`src/rtl/vc_fwd_pkg.sv`:
```
package vc_fwd_pkg;
  localparam int unsigned VCI_W  = 8;
  localparam int unsigned PORT_W = 4;
  localparam int unsigned PRIO_W = 2;
  localparam int unsigned DEPTH  = 1 << VCI_W;

  typedef struct packed {
    logic [PORT_W-1:0] port;
    logic [VCI_W-1:0]  vci;
    logic [PRIO_W-1:0] prio;
  } vc_route_t;
endpackage

```
`src/rtl/vc_fwd_table.sv`:
```
module vc_fwd_table
  import vc_fwd_pkg::*;
(
  input  logic             clk_i,
  input  logic             rst_ni,
  input  logic             set_i,
  input  logic             clr_i,
  input  logic [VCI_W-1:0] wr_idx_i,
  input  vc_route_t        wr_route_i,
  input  logic [VCI_W-1:0] rd_idx_i,
  output logic             rd_hit_o,
  output vc_route_t        rd_route_o
);
  logic [DEPTH-1:0] vld_vec;
  vc_route_t        route_arr [DEPTH];

  for (genvar g = 0; g < DEPTH; g++) begin : gen_ent
    logic      vld_q;
    vc_route_t route_q;
    logic      sel;

    assign sel = wr_idx_i == VCI_W'(g);

    always_ff @(posedge clk_i or negedge rst_ni) begin
      if (!rst_ni)                 vld_q <= 1'b0;
      else if (sel && clr_i)       vld_q <= 1'b0;
      else if (sel && set_i)       vld_q <= 1'b1;
    end

    always_ff @(posedge clk_i) begin
      if (sel && set_i && !clr_i) route_q <= wr_route_i;
    end

    assign vld_vec[g]   = vld_q;
    assign route_arr[g] = route_q;
  end

  // read before write: same-edge updates are invisible to this read
  assign rd_hit_o   = vld_vec[rd_idx_i];
  assign rd_route_o = route_arr[rd_idx_i];
endmodule

```
`src/rtl/vc_fwd_lookup.sv`:
```
module vc_fwd_lookup
  import vc_fwd_pkg::*;
#(
  parameter int unsigned HDR_W = 32
) (
  input  logic             clk_i,
  input  logic             rst_ni,
  input  logic             acc_i,
  input  logic             adv_i,
  input  logic [HDR_W-1:0] hdr_i,
  input  logic             hit_i,
  input  vc_route_t        route_i,
  output logic             vld_o,
  output logic [HDR_W-1:0] hdr_o,
  output logic             hit_o,
  output vc_route_t        route_o
);
  always_ff @(posedge clk_i or negedge rst_ni) begin
    if (!rst_ni)    vld_o <= 1'b0;
    else if (acc_i) vld_o <= 1'b1;
    else if (adv_i) vld_o <= 1'b0;
  end

  always_ff @(posedge clk_i or negedge rst_ni) begin
    if (!rst_ni) begin
      hdr_o   <= '0;
      hit_o   <= 1'b0;
      route_o <= '0;
    end else if (acc_i) begin
      hdr_o   <= hdr_i;
      hit_o   <= hit_i;
      route_o <= route_i;
    end
  end
endmodule

```
`src/rtl/vc_fwd_rewrite.sv`:
```
module vc_fwd_rewrite
  import vc_fwd_pkg::*;
#(
  parameter int unsigned HDR_W = 32
) (
  input  logic              clk_i,
  input  logic              rst_ni,
  input  logic              take_i,
  input  logic              miss_i,
  input  logic              pop_i,
  input  logic [HDR_W-1:0]  hdr_i,
  input  vc_route_t         route_i,
  output logic              vld_o,
  output logic [HDR_W-1:0]  hdr_o,
  output logic [PORT_W-1:0] port_o,
  output logic [PRIO_W-1:0] prio_o,
  output logic              drop_o
);
  always_ff @(posedge clk_i or negedge rst_ni) begin
    if (!rst_ni) begin
      vld_o  <= 1'b0;
      drop_o <= 1'b0;
    end else begin
      drop_o <= miss_i;
      if (take_i)     vld_o <= 1'b1;
      else if (pop_i) vld_o <= 1'b0;
    end
  end

  always_ff @(posedge clk_i or negedge rst_ni) begin
    if (!rst_ni) begin
      hdr_o  <= '0;
      port_o <= '0;
      prio_o <= '0;
    end else if (take_i) begin
      hdr_o  <= {hdr_i[HDR_W-1:VCI_W], route_i.vci};
      port_o <= route_i.port;
      prio_o <= route_i.prio;
    end
  end
endmodule

```
`src/rtl/vc_fwd.sv`:
```
module vc_fwd
  import vc_fwd_pkg::*;
#(
  parameter int unsigned HDR_W = 32
) (
  input  logic              clk_i,
  input  logic              rst_ni,
  input  logic              cfg_set_i,
  input  logic              cfg_clr_i,
  input  logic [VCI_W-1:0]  cfg_vci_i,
  input  logic [PORT_W-1:0] cfg_port_i,
  input  logic [VCI_W-1:0]  cfg_out_vci_i,
  input  logic [PRIO_W-1:0] cfg_prio_i,
  input  logic              in_valid_i,
  output logic              in_ready_o,
  input  logic [HDR_W-1:0]  in_hdr_i,
  output logic              out_valid_o,
  input  logic              out_ready_i,
  output logic [HDR_W-1:0]  out_hdr_o,
  output logic [PORT_W-1:0] out_port_o,
  output logic [PRIO_W-1:0] out_prio_o,
  output logic              drop_o
);
  vc_route_t        wr_route, rd_route, s1_route;
  logic             rd_hit, s1_vld, s1_hit, s1_adv, s2_free, acc;
  logic [HDR_W-1:0] s1_hdr;

  assign wr_route = '{port: cfg_port_i, vci: cfg_out_vci_i, prio: cfg_prio_i};

  // misses retire without waiting for the output stage
  assign s2_free    = !out_valid_o || out_ready_i;
  assign s1_adv     = s1_vld && (!s1_hit || s2_free);
  assign in_ready_o = !s1_vld || s1_adv;
  assign acc        = in_valid_i && in_ready_o;

  vc_fwd_table u_table (
    .clk_i      (clk_i),
    .rst_ni     (rst_ni),
    .set_i      (cfg_set_i),
    .clr_i      (cfg_clr_i),
    .wr_idx_i   (cfg_vci_i),
    .wr_route_i (wr_route),
    .rd_idx_i   (in_hdr_i[VCI_W-1:0]),
    .rd_hit_o   (rd_hit),
    .rd_route_o (rd_route)
  );

  vc_fwd_lookup #(.HDR_W(HDR_W)) u_lookup (
    .clk_i   (clk_i),
    .rst_ni  (rst_ni),
    .acc_i   (acc),
    .adv_i   (s1_adv),
    .hdr_i   (in_hdr_i),
    .hit_i   (rd_hit),
    .route_i (rd_route),
    .vld_o   (s1_vld),
    .hdr_o   (s1_hdr),
    .hit_o   (s1_hit),
    .route_o (s1_route)
  );

  vc_fwd_rewrite #(.HDR_W(HDR_W)) u_rewrite (
    .clk_i   (clk_i),
    .rst_ni  (rst_ni),
    .take_i  (s1_adv && s1_hit),
    .miss_i  (s1_adv && !s1_hit),
    .pop_i   (out_ready_i),
    .hdr_i   (s1_hdr),
    .route_i (s1_route),
    .vld_o   (out_valid_o),
    .hdr_o   (out_hdr_o),
    .port_o  (out_port_o),
    .prio_o  (out_prio_o),
    .drop_o  (drop_o)
  );
endmodule

```
`config.mk`:
```
export PLATFORM = sky130hd
export DESIGN_NAME = vc_fwd
export DESIGN_NICKNAME = d
export VERILOG_FILES = /design/src/rtl/vc_fwd_pkg.sv /design/src/rtl/vc_fwd_table.sv /design/src/rtl/vc_fwd_lookup.sv /design/src/rtl/vc_fwd_rewrite.sv /design/src/rtl/vc_fwd.sv
export SDC_FILE = /design/constraint.sdc
export NUM_CORES = 2
export LEC_CHECK = 0
export BUFFER_PORTS_ARGS = -buffer_cell sky130_fd_sc_hd__buf_2
export CORE_MARGIN = 5
export CORE_UTILIZATION = 42
export CTS_CLUSTER_DIAMETER = 150
export CTS_CLUSTER_SIZE = 25
export DETAILED_ROUTE_END_ITERATION = 6
export SYNTH_ARGS = -nofsm -noshare
export SYNTH_HDL_FRONTEND = slang
export SYNTH_HIERARCHICAL = 1
export SYNTH_SLANG_ARGS = --single-unit
```
`constraint.sdc`:
```
create_clock -name clk_i -period 3 [get_ports clk_i]
set_clock_uncertainty 0.05 [all_clocks]
set_input_delay 0.6 -clock clk_i [delete_from_list [all_inputs] [get_ports clk_i]]
set_output_delay 0.6 -clock clk_i [all_outputs]
set_load 0.03 [all_outputs]
```
==> metrics.cfg <==
[power]
p_seq_share_pct=62.8
switchingPower_mw=22.1
power.total_mw=97.0
vdd_drop_max_mv=0.488
p_leak_nw=56.7
clockPowerShare_pct=28.6
power_frac_comb_pct=8.6
internal_power_mw=74.8
sw_frac_of_total_pct=22.8
powerDensity_nw_per_um2=561

[timing]
max_slew_margin_pct=28.4
fin_crit_sh_pct=101
hold_viol_final=0
setup_viol=1
fin_setup_tns_ps=-19.7
setup_slack_ps=-19.7
worst_pin_slew_ps=1070
fmax_ghz=0.331
rsz0062_at_grt=no
drv_slew=0
finalCriticalPeriod_ps=3020

[die]
die_w_um=612
die_h_um=612
start_util_pct=42.1
coreArea_um2=362000
num_rows=221
die_area_um2=375000
ios=101

[critical_path]
worstPathArrival_ps=3750
worstPathMaxFanout=45
required_ps=3730
critical-path-slowest-cell=nor4_4
path_common_cell=buf_12
rr_worst_depth=8
reg2reg_setup_slack_ps=80
endpoint=u_lookup/route_o[11]$_DFFE_PN0P_
max_stage_delay_ps=860
r2r_end=u_lookup/route_o[7]$_DFFE_PN0P_
path_class=primary input to flip-flop
worst_r2r_startpoint=u_table/gen_ent[82].route_q[7]$_DFFE_PP_
crit_path_cell_trace=buf_12 > buf_12 > buf_12 > mux2i_1 > o221ai_1 > o21ai_1 > a21oi_1 > nor4_4 > nor4_2 > mux2_2
cp-end-kind=flip-flop
start_kind=primary input
crit_start=in_hdr_i[0]

[placed_design]
portBuffers=100
place_ws_ps=-1310
place_congestion=0.871
place_hpwl_mm=279

[route]
wl_per_cell_um=31.9
ant_nets=0
vias=80300
first_pass_iters=5
initialDrtViolationCount=10100
drc=0
routed_via_density=6.02
routed_wl_mm=425

[logic_synthesis]
syn_inst=7482
syn_area_per_cell_um2=20.4
syn-num-nets=7542
syn_area_um2=152000
ys_warn_count=6

[cts]
path_clk_slew_ps=100
cts_max_path_buffers=4
cts_tree=built
cts_root_buf=clkbuf_16
cts_buffers=179
cts_setup_buffers=0
htree_levels=4
clk_latency_ps=950
cts_num_sinks=3920

[worst_hold_path]
hold_depth=1
holdCritPathClass=primary input to flip-flop

[grt]
grt_overflow=0
grt_use_total_pct=22.3
grt_max_degree=117
grt_pass1_vias=79900
grt_pass1_wl_mm=604
antenna_found_initial=35

[cells_and_area]
area_delta_synth_final_pct=13.3
final_common_cell=edfxtp_1
layout_common_cells=3,584 x edfxtp_1, 990 x buf_4, 809 x mux4_2
multi_input_area_um2=33500
fin_nets=8536
post-route-util_pct=47.7
fillers=29400
regArea_um2=116000
drive_gt1_share_pct=28.7

[outcome]
violations=negative setup slack
status=complete, but fails checks

[flow_run]
cap_violations=0

==> power by group through the flow <==
stage | registers, mW | clock network [mW] | logic [mW]
2_1_floorplan | 62.2 | 0 | 3.63
3_3_place_gp | 62.1 | 0 | 8.16
3_5_place_dp | 62.1 | 0 | 8.30
4_1_cts | 60.9 | 28.4 | 8.37
5_1_grt | 60.9 | 30.3 | 8.75
6_report | 60.9 | 27.7 | 8.34
==> layer usage <==
layer	part of all wire, %	wire [µm]	track usage (%)
met5	0.019	79	0
met4	3.6	15200	6.81
met3	8.5	36100	3.37
met2	48	203000	35.7
met1	40	171000	31.9
==> state kept, by name (all words and copies together), names as in the netlist <==
signal and count:
u_lookup/hdr_o 24, u_lookup/hit_o 1, u_lookup/route_o 14, u_lookup/vld_o 1, u_rewrite/drop_o 1, u_rewrite/hdr_o 32
u_rewrite/port_o 4, u_rewrite/prio_o 2, u_rewrite/vld_o 1, u_table/gen_ent.route_q 3584, u_table/gen_ent.vld_q 256
==> through the flow <==
step	area [µm²]	cells	hold slack (ps)
final	173000	13300	56.5
after global routing	173000	13300	29.7
after CTS	173000	13300	2.19
after detailed placement	167000	13100	442
after global placement	167000	13100	432
after floorplan	152000	7482	254
==> worst max-delay path, delay by kind of cell <==
family,cells,cell delay (ps)
AO/OA/AOI/OAI,3,700
buffers and inverters,3,800
multiplexers,2,560
AND/OR/NAND/NOR,2,970
==> worst min-delay path by stage <==
| stage | startpoint | to | slack, ps |
|---|---|---|---|
| floorplan | rst_ni | u_lookup/hdr_o[10]$_DFFE_PN0P_ | 250 |
| global placement | u_lookup/hdr_o[30]$_DFFE_PN0P_ | u_rewrite/hdr_o[30]$_DFFE_PN0P_ | 430 |
| detailed placement | u_lookup/hdr_o[11]$_DFFE_PN0P_ | u_lookup/hdr_o[11]$_DFFE_PN0P_ | 440 |
| CTS | cfg_out_vci_i[5] | u_table/gen_ent[193].route_q[7]$_DFFE_PP_ | 2 |
| global route | cfg_out_vci_i[5] | u_table/gen_ent[197].route_q[7]$_DFFE_PP_ | 30 |
| finish | cfg_out_vci_i[6] | u_table/gen_ent[230].route_q[8]$_DFFE_PP_ | 60 |
==> layout make-up <==
cell class                 instances  share of cell area, %
clock buffer                     240                   2.79
tap                             4794                   3.47
timing repair buffer            1310                   7.06
sequential                      3920                   67.2
inverter                           6                 0.0130
multi-input combinational       3059                   19.4
antenna                            8                 0.0116
clock inverter                     6                 0.0471
==> repair_timing <==
item | 4_1_cts | 5_1_grt
hold buffers | 34 | 0
resized for setup | 13 | 3
endpoints found under the hold margin | 199 | 0
setup endpoints to repair | 11 | 3
gates cloned | 0 | 0
Power figures use the tool's default switching activity.
